**config.mk**
```make
export PLATFORM = sky130hd
export DESIGN_NAME = vpfx_encoder
export DESIGN_NICKNAME = d
export VERILOG_FILES = /design/src/rtl/vpfx_pkg.sv /design/src/rtl/vpfx_form_sel.sv /design/src/rtl/vpfx_byte_seq.sv /design/src/rtl/vpfx_encoder.sv
export SDC_FILE = /design/constraint.sdc
export NUM_CORES = 1
export LEC_CHECK = 0
export BUFFER_PORTS_ARGS = -buffer_cell sky130_fd_sc_hd__buf_2
export CORE_ASPECT_RATIO = 2
export CORE_UTILIZATION = 45
export CTS_CLUSTER_SIZE = 25
export DETAILED_ROUTE_END_ITERATION = 10
export HOLD_SLACK_MARGIN = 0.03
export MAX_ROUTING_LAYER = met4
export PLACE_DENSITY = 0.7
export SLEW_MARGIN = 20
export SYNTH_ARGS = -nofsm -noshare
export SYNTH_HDL_FRONTEND = slang
export SYNTH_SLANG_ARGS = --single-unit
export TNS_END_PERCENT = 1
```
**constraint.sdc**
```tcl
create_clock -name clk -period 6.7 [get_ports clk]
set_input_delay 1.34 -clock clk [delete_from_list [all_inputs] [get_ports clk]]
set_output_delay 1.34 -clock clk [all_outputs]
set_load 0.005 [all_outputs]
```
**src/rtl/vpfx_pkg.sv**
```systemverilog
// Package for the vector prefix encoder.
// Holds the field widths, the lead-byte values, the map codes and the
// instruction record passed between the submodules.
package vpfx_pkg;
    localparam int MAP_W     = 5;
    localparam int VREG_W    = 4;
    localparam int PP_W      = 2;
    localparam int BYTE_W    = 8;
    localparam int MAX_BYTES = 4;
    localparam int LEN_W     = $clog2(MAX_BYTES + 1);
    localparam int IDX_W     = $clog2(MAX_BYTES);

    localparam logic [BYTE_W-1:0] LEAD_LONG  = 8'hC4;
    localparam logic [BYTE_W-1:0] LEAD_SHORT = 8'hC5;

    localparam logic [MAP_W-1:0] MAP_0F   = 5'd1;
    localparam logic [MAP_W-1:0] MAP_0F38 = 5'd2;
    localparam logic [MAP_W-1:0] MAP_0F3A = 5'd3;

    typedef struct packed {
        logic [MAP_W-1:0]  map;
        logic              w;
        logic              l;
        logic [PP_W-1:0]   pp;
        logic [VREG_W-1:0] src2;
        logic              reg_ext;
        logic              idx_ext;
        logic              base_ext;
        logic [BYTE_W-1:0] opc;
    } instr_t;
endpackage

```
**src/rtl/vpfx_form_sel.sv**
```systemverilog
// Form selector for the prefix encoder (purely combinational).
// Decides whether the compact form is legal and assembles the full byte
// list for the chosen form. Bytes beyond the chosen length are zero.
// Assumes the extension inputs are the plain (non-inverted) bit 3 of each
// register number.
module vpfx_form_sel
    import vpfx_pkg::*;
(
    input  instr_t                              instr,
    output logic                                map_ok,
    output logic                                short_ok,
    output logic [MAX_BYTES-1:0][BYTE_W-1:0]    bytes,
    output logic [LEN_W-1:0]                    len
);
    logic [BYTE_W-1:0] short_mid;
    logic [BYTE_W-1:0] long_b1;
    logic [BYTE_W-1:0] long_b2;

    // Map legality and the compact-form condition.
    always_comb begin
        map_ok   = (instr.map == MAP_0F) || (instr.map == MAP_0F38) ||
                   (instr.map == MAP_0F3A);
        short_ok = (instr.map == MAP_0F) && !instr.w &&
                   !instr.idx_ext && !instr.base_ext;
    end

    // Field packing of the candidate bytes, with extensions inverted.
    always_comb begin
        short_mid = {~instr.reg_ext, ~instr.src2, instr.l, instr.pp};
        long_b1   = {~instr.reg_ext, ~instr.idx_ext, ~instr.base_ext, instr.map};
        long_b2   = {instr.w, ~instr.src2, instr.l, instr.pp};
    end

    // Final byte list and length for the chosen form.
    always_comb begin
        if (short_ok) begin
            bytes[0] = LEAD_SHORT;
            bytes[1] = short_mid;
            bytes[2] = instr.opc;
            bytes[3] = '0;
            len      = LEN_W'(3);
        end else begin
            bytes[0] = LEAD_LONG;
            bytes[1] = long_b1;
            bytes[2] = long_b2;
            bytes[3] = instr.opc;
            len      = LEN_W'(4);
        end
    end
endmodule

```
**src/rtl/vpfx_byte_seq.sv**
```systemverilog
// Byte sequencer for the prefix encoder.
// Captures a byte list on load and presents the bytes one at a time with
// valid/ready flow control. The last flag marks the final byte.
// Assumes load is raised only while busy is low.
module vpfx_byte_seq
    import vpfx_pkg::*;
(
    input  logic                              clk,
    input  logic                              rst_n,
    input  logic                              load,
    input  logic [MAX_BYTES-1:0][BYTE_W-1:0]  bytes,
    input  logic [LEN_W-1:0]                  len,
    output logic                              busy,
    output logic                              out_valid,
    input  logic                              out_ready,
    output logic [BYTE_W-1:0]                 out_data,
    output logic                              out_last,
    output logic [LEN_W-1:0]                  out_len
);
    logic [BYTE_W-1:0] buf_q [MAX_BYTES];
    logic [IDX_W-1:0]  idx_q;
    logic [LEN_W-1:0]  len_q;
    logic              busy_q;
    logic              take;

    // One capture register per byte slot.
    for (genvar g = 0; g < MAX_BYTES; g++) begin : g_slot
        // Capture slot g when a new list is loaded.
        always_ff @(posedge clk) begin
            if (!rst_n)    buf_q[g] <= '0;
            else if (load) buf_q[g] <= bytes[g];
        end
    end

    // Decode the current position and the handshake.
    always_comb begin
        out_last = ({1'b0, idx_q} == (len_q - LEN_W'(1)));
        take     = busy_q && out_ready;
    end

    // Track the position within the stream and the busy state.
    always_ff @(posedge clk) begin
        if (!rst_n) begin
            busy_q <= 1'b0;
            idx_q  <= '0;
            len_q  <= '0;
        end else if (load) begin
            busy_q <= 1'b1;
            idx_q  <= '0;
            len_q  <= len;
        end else if (take) begin
            if (out_last) busy_q <= 1'b0;
            else          idx_q  <= idx_q + IDX_W'(1);
        end
    end

    // Drive the stream outputs.
    always_comb begin
        busy      = busy_q;
        out_valid = busy_q;
        out_data  = buf_q[idx_q];
        out_len   = len_q;
    end
endmodule

```
**src/rtl/vpfx_encoder.sv**
```systemverilog
// Top level of the compact vector-instruction prefix encoder.
// Accepts one instruction while idle. A legal map starts a 3- or 4-byte
// stream. An illegal map raises in_err for one cycle and starts nothing.
module vpfx_encoder
    import vpfx_pkg::*;
(
    input  logic              clk,
    input  logic              rst_n,
    input  logic              in_valid,
    output logic              in_ready,
    input  logic [4:0]        in_map,
    input  logic              in_w,
    input  logic              in_l,
    input  logic [1:0]        in_pp,
    input  logic [3:0]        in_src2,
    input  logic              in_reg_ext,
    input  logic              in_idx_ext,
    input  logic              in_base_ext,
    input  logic [7:0]        in_opcode,
    output logic              in_err,
    output logic              out_valid,
    input  logic              out_ready,
    output logic [7:0]        out_data,
    output logic              out_last,
    output logic [2:0]        out_len
);
    instr_t                             instr;
    logic                               map_ok;
    logic                               short_ok;
    logic [MAX_BYTES-1:0][BYTE_W-1:0]   bytes;
    logic [LEN_W-1:0]                   len;
    logic                               busy;
    logic                               accept;
    logic                               err_q;

    // Gather the input fields into one record.
    always_comb begin
        instr = '{map: in_map, w: in_w, l: in_l, pp: in_pp, src2: in_src2,
                  reg_ext: in_reg_ext, idx_ext: in_idx_ext,
                  base_ext: in_base_ext, opc: in_opcode};
        in_ready = !busy;
        accept   = in_valid && !busy;
    end

    vpfx_form_sel u_sel (
        .instr    (instr),
        .map_ok   (map_ok),
        .short_ok (short_ok),
        .bytes    (bytes),
        .len      (len)
    );

    vpfx_byte_seq u_seq (
        .clk       (clk),
        .rst_n     (rst_n),
        .load      (accept && map_ok),
        .bytes     (bytes),
        .len       (len),
        .busy      (busy),
        .out_valid (out_valid),
        .out_ready (out_ready),
        .out_data  (out_data),
        .out_last  (out_last),
        .out_len   (out_len)
    );

    // Register the one-cycle illegal-map pulse.
    always_ff @(posedge clk) begin
        if (!rst_n) err_q <= 1'b0;
        else        err_q <= accept && !map_ok;
    end

    // Drive the error output.
    always_comb in_err = err_q;
endmodule

```
==> results of run 1 <==
==> where the power goes <==
group          switching, W  leakage, nW  internal (W)
logic             0.0000158        0.412     0.0000129
registers        0.00000271        0.344      0.000233
clock network     0.0000700       0.0438     0.0000696
==> critical path, stage by stage, from the launching register on <==
cell and delay [ns]:
dfxtp_1 0.59, mux4_2 0.56, buf_2 0.14
==> state kept, by name, summed over array words and instances, names as in the netlist, named ones only <==
register	count
u_seq.out_len	2
u_seq.buf_q	26
in_err	1
u_seq.busy	1
u_seq.idx_q	2
==> stage by stage <==
step | util (%) | instance area, µm² | hold slack (ns)
final | 56.45 | 1928 | 0.5545
after global routing | 56.45 | 1928 | 0.6012
after global placement | 54.07 | 1847 | 0.5409
after floorplan | - | 1615 | 0.5164
after CTS | 56.37 | 1926 | 0.5551
after detailed placement | 54.07 | 1847 | 0.5463
==> kinds of logic after synthesis <==
logic type / share of synthesized area (%)
AOI/OAI and AO/OA: 9.217
buffers and inverters: 3.562
DFF: 58.25
muxes: 9.605
and+or+nand+nor: 19.36
==> cells in the final DEF, fill, tap and decap left out <==
master and n:
mux2i_1 2, nand4_4 1, and3_1 9, clkbuf_8 5
buf_2 42, o31ai_1 1, inv_1 4, nor3_1 3
nand2b_2 1, a211oi_1 6, nand3_1 3, a21oi_1 7
or3_4 1, a22o_1 4, nor2_4 1, nor2_1 14
inv_2 1, nor4b_2 1, a311oi_1 1, nand2b_1 1
nand4b_1 1, a31oi_1 2, nor2b_1 2, nand2_1 10
mux4_2 4, mux2_2 4, edfxtp_1 26, clkinv_2 2
nor3_2 2, nor4b_4 1, dfxtp_1 8, o21ai_0 1
==> final timing paths <==
path,startpoint,endpoint,slack (ns),cells after the start
worst min register to register,u_seq.out_len[2]$_SDFFE_PN0P_,u_seq.out_len[2]$_SDFFE_PN0P_,0.55,2
worst max-delay path,flop,out_data[0],3.78,2
worst min-delay path,u_seq.out_len[2]$_SDFFE_PN0P_,u_seq.out_len[2]$_SDFFE_PN0P_,0.55,2
worst max register to register,u_seq.busy$_SDFFE_PN0P_,u_seq.buf_q[1][2]$_SDFFCE_PN0P_,4.91,2
==> routing by layer <==
metal | GRT usage (%) | wire length [µm]
met5 | - | 0
met1 | 21.03 | 1230
met4 | 11.02 | 117
met2 | 33.96 | 1816
met3 | 3.750 | 103
==> area by class of cell <==
class / count / area, µm² / share of cell area, %
inverter: 5 / 18.77 / 0.9734
multi-input combinational: 83 / 619.3 / 32.12
clock inverter: 2 / 10.01 / 0.5191
tap: 48 / 60.06 / 3.115
timing repair buffer: 42 / 210.2 / 10.90
sequential: 34 / 940.9 / 48.80
clock buffer: 5 / 68.82 / 3.569
==> reports/qor.csv, run 1 <==
metric;value;unit
outcome;completed;
root_buffer;clkbuf_8;
path_class;flop to output port;
clk_latency;0.28;ns
synth_ff_type;edfxtp_1;
boundaryPins;43;
wirelength;3267;µm
nNetsFinal;199;
die_y;86.73;µm
end_kind;output port;
critPathRequiredTime;5.36;ns
ant_nets;0;
yosysTopAreaCellShare;48.33;%
ys_async_sr_fraction;0;%
first_iter_violations;27;
synth_cell_type_count;32;
worst_slack;3.783;ns
synth_edf_count;26;
grt_pass1_wl;5423;µm
port_buffers;42;
rows;30;
leakage;0.8001;nW
htree_levels;2;
critPathLaunchType;flop;
die_w;44.37;µm
synthesis.area;1615;µm²
setup_violations;0;
netlist_top_cells_count;26 x edfxtp_1, 14 x nor2_1, 10 x nand2_1, 9 x and3_1, 8 x dfxtp_1;
cts_tree;yes;
slew_headroom;48.79;%
ir_worst_vdd;0.1411;mV
dp_slack;3.104;ns
avgSynthCellArea;12.52;µm²
fin_setup_tns;0;ns
ys_ff_latch;34;
start_util;47.29;%
cp.arrival;1.58;ns
min_path_type;flop to flop;
ys_warn_count;0;
synth_nets;157;
via_count;1176;
drc;0;
wl_per_cell;14.92;µm
clk_pin_slew;0.07;ns
fin_skew;0.005044;ns
rsz0062_at_grt;false;
hold_viol;0;
power_density;209.7;nW/µm²
cts_buffer_depth;2;
worstMarginPinSlew;0.7681;ns
maxCapViolations;0;
post_cts_resized;0;
final_cells;219;
dieArea;3848;µm²
cts_setup_buffers;0;
vias_per_cell;5.370;
cts.hold.buffers_added;0;
grt-ovfl-total;0;
synth_area_leaders;edfxtp_1 48%, dfxtp_1 9.9%, mux4_2 5.6%;
syn_inst;129;
drt_first_pass_iters;6;
p_total;0.0004042;W
antenna_found_initial;0;
yosysMostFrequentCell;edfxtp_1;
gp_congestion;0.7522;
place_inst;212;
diodes;0;
cts_sinks;34;
area_growth;19.36;%
fmax;0.3428;GHz
drv_slew;0;
period_minus_slack;2.917;ns
yosys.area.top_type;edfxtp_1;
cp_max_fo;9;
cts_buffers;5;
hpwl;2452;µm
drive_above_1_share;38.60;%
post-route-period-util;43.54;%
grt_use_total;20.05;%
grt_pass1_vias;1157;
core_area;3416;µm²
grt_start_max_net_pins;30;
yosysSeqAreaShare;58.25;%
fillCellCount;304;
Power figures use the tool's default switching activity.
==> run 2, diff against run 1 <==
clock period = 2.9 ns   (was 6.7 ns; I/O delays follow)
==> run 2 against run 1 <==
  * Global-route usage up 0.087 points
  * Critical endpoint is now out_data[3]
  * Register-to-register slack worse by 3.6 ns
  * Critical path type unchanged
  * Flip-flop and latch count unchanged
==> reports/qor.csv, run 2 (synthesis results as in run 1) <==
metric;value;unit;change
cts.hold.buffers_added;0;;unchanged
netSwitchingPower;0.0002040;W;was 0.00008850 W
final_cell_mix;42 x buf_2, 26 x edfxtp_1, 14 x nor2_1;;unchanged
area_growth;21.84;%;was 19.36%
place_inst;214;;was 212
cts_tree;yes;;unchanged
setup_violations;0;;unchanged
fin_skew;0.005807;ns;was 0.005044 ns
cp.arrival;1.58;ns;about the same
diodes;0;;unchanged
power.internal;0.0008264;W;was 0.0003157 W
port_buffers;42;;unchanged
regToRegSetupSlack;1.30;ns;was 4.91 ns
leakage;0.8191;nW;was 0.8001 nW
first_iter_violations;34;;was 27
die_y;86.73;µm;unchanged
die_w;44.37;µm;unchanged
core_area;3416;µm²;unchanged
hold_viol;0;;unchanged
p_total;0.001030;W;was 0.0004042 W
wl_per_cell;14.78;µm;was 14.92 µm
rows;30;;unchanged
root_buffer;clkbuf_8;;unchanged
switching_share;19.80;%;was 21.89%
clkPwrFrac;40.5;%;was 34.5%
vias_per_cell;5.342;;was 5.370
drv_slew;0;;unchanged
via_count;1186;;was 1176
grt_start_max_net_pins;30;;unchanged
period_minus_slack;2.163;ns;
timing.hold.ws;0.5292;ns;was 0.5545 ns
cts_setup_buffers;0;;unchanged
final_common_cell;buf_2;;unchanged
grt_use_total;20.14;%;was 20.05%
fillCellCount;290;;was 304
cts_sinks;34;;unchanged
clk_latency;0.28;ns;about the same
top_register;u_seq.buf_q;;unchanged
fin_setup_tns;0;ns;unchanged
htree_levels;2;;unchanged
grt-ovfl-total;0;;unchanged
boundaryPins;43;;unchanged
cp_slowest_cell;dfxtp_1;;unchanged
clk_pin_slew;0.07;ns;about the same
end_kind;output port;;unchanged
regArea;940.9;µm²;unchanged
post-route-period-util;74.59;%;
gp_congestion;0.7327;;was 0.7522
ir_worst_vdd;0.4158;mV;was 0.1411 mV
grt_pass1_wl;5395;µm;was 5423 µm
critPathLaunchType;flop;;unchanged
ant_nets;0;;unchanged
cp_max_fo;9;;unchanged
outcome;completed;;unchanged
slew_headroom;50.76;%;was 48.79%
dp_slack;0.6701;ns;was 3.104 ns
largest_reg_flops;26;;unchanged
dieArea;3848;µm²;unchanged
start_util;47.29;%;unchanged
final_cells;222;;was 219
hpwl;2533;µm;was 2452 µm
rsz0062_at_grt;false;;unchanged
cts_buffers;5;;unchanged
seq_power_share;52.9;%;was 58.4%
maxCapViolations;0;;unchanged
path_class;flop to output port;;unchanged
critPathMaxStageDelay;0.58;ns;was 0.59 ns
worstMarginPinSlew;0.7386;ns;was 0.7681 ns
grt_pass1_vias;1191;;was 1157
post_cts_resized;0;;unchanged
drive_above_1_share;37.93;%;was 38.60%
min_path_type;primary input to flop;;was flop to flop
multiInputGateArea;616.8;µm²;was 619.3 µm²
p_comb_share;6.6;%;was 7.1%
wirelength;3282;µm;was 3267 µm
critPathRequiredTime;2.32;ns;was 5.36 ns
crit_chain;mux2_2 -> a22o_1 -> buf_2;;was mux4_2 -> buf_2
drt_first_pass_iters;4;;was 6
drc;0;;unchanged
antenna_found_initial;0;;unchanged
fmax;0.4623;GHz;
nNetsFinal;201;;was 199
power_density;523.5;nW/µm²;was 209.7 nW/µm²
worst_slack;0.7369;ns;was 3.783 ns
cts_buffer_depth;2;;unchanged
run 2: path summary, 6_finish.rpt:
kind | start | end | depth (start not counted)
hold / removal | out_ready | u_seq.busy$_SDFFE_PN0P_ | 2
hold reg to reg | u_seq.out_len[2]$_SDFFE_PN0P_ | u_seq.out_len[2]$_SDFFE_PN0P_ | 2
setup / recovery | flop | out_data[3] | 3
setup reg to reg | u_seq.busy$_SDFFE_PN0P_ | u_seq.buf_q[1][0]$_SDFFCE_PN0P_ | 3
run 2: final cells by class:
type                            instances  area share (%)
Tap cell                               48           3.051
Clock inverter                          1           1.526
Inverter                                5          0.9536
Clock buffer                            7           3.878
Sequential cell                        34           47.81
Timing Repair Buffer                   44           11.44
Multi-Input combinational cell         83           31.34
run 2: per-stage QoR:
stage | cell area (µm²) | util [%]
final | 1968 | 57.62
after floorplan | 1615 | -
after CTS | 1968 | 57.62
after global routing | 1968 | 57.62
after global placement | 1862 | 54.51
after detailed placement | 1862 | 54.51
run 2: worst max-delay path, delay by kind of cell (launching register included):
kind                   cells  cell delay [ns]
buffers and inverters      1             0.12
DFF                        1             0.58
AOI/OAI and AO/OA          1             0.22
muxes                      1             0.38
run 2: per-layer routing:
metal	wire length, µm	GRT usage [%]
met2	1937	35.56
met1	1150	20.19
met4	71	8.264
met3	123	5.000
met5	0	-
run 2: power groups by stage:
| stage | registers (W) | clock network, W | logic, W |
|---|---|---|---|
| 4_1_cts | 0.000546 | 0.000422 | 0.0000684 |
| 3_3_place_gp | 0.000555 | 0 | 0.0000661 |
| 2_1_floorplan | 0.000553 | 0 | 0.0000323 |
| 6_report | 0.000545 | 0.000418 | 0.0000677 |
| 5_1_grt | 0.000547 | 0.000442 | 0.0000746 |
| 3_5_place_dp | 0.000556 | 0 | 0.0000681 |
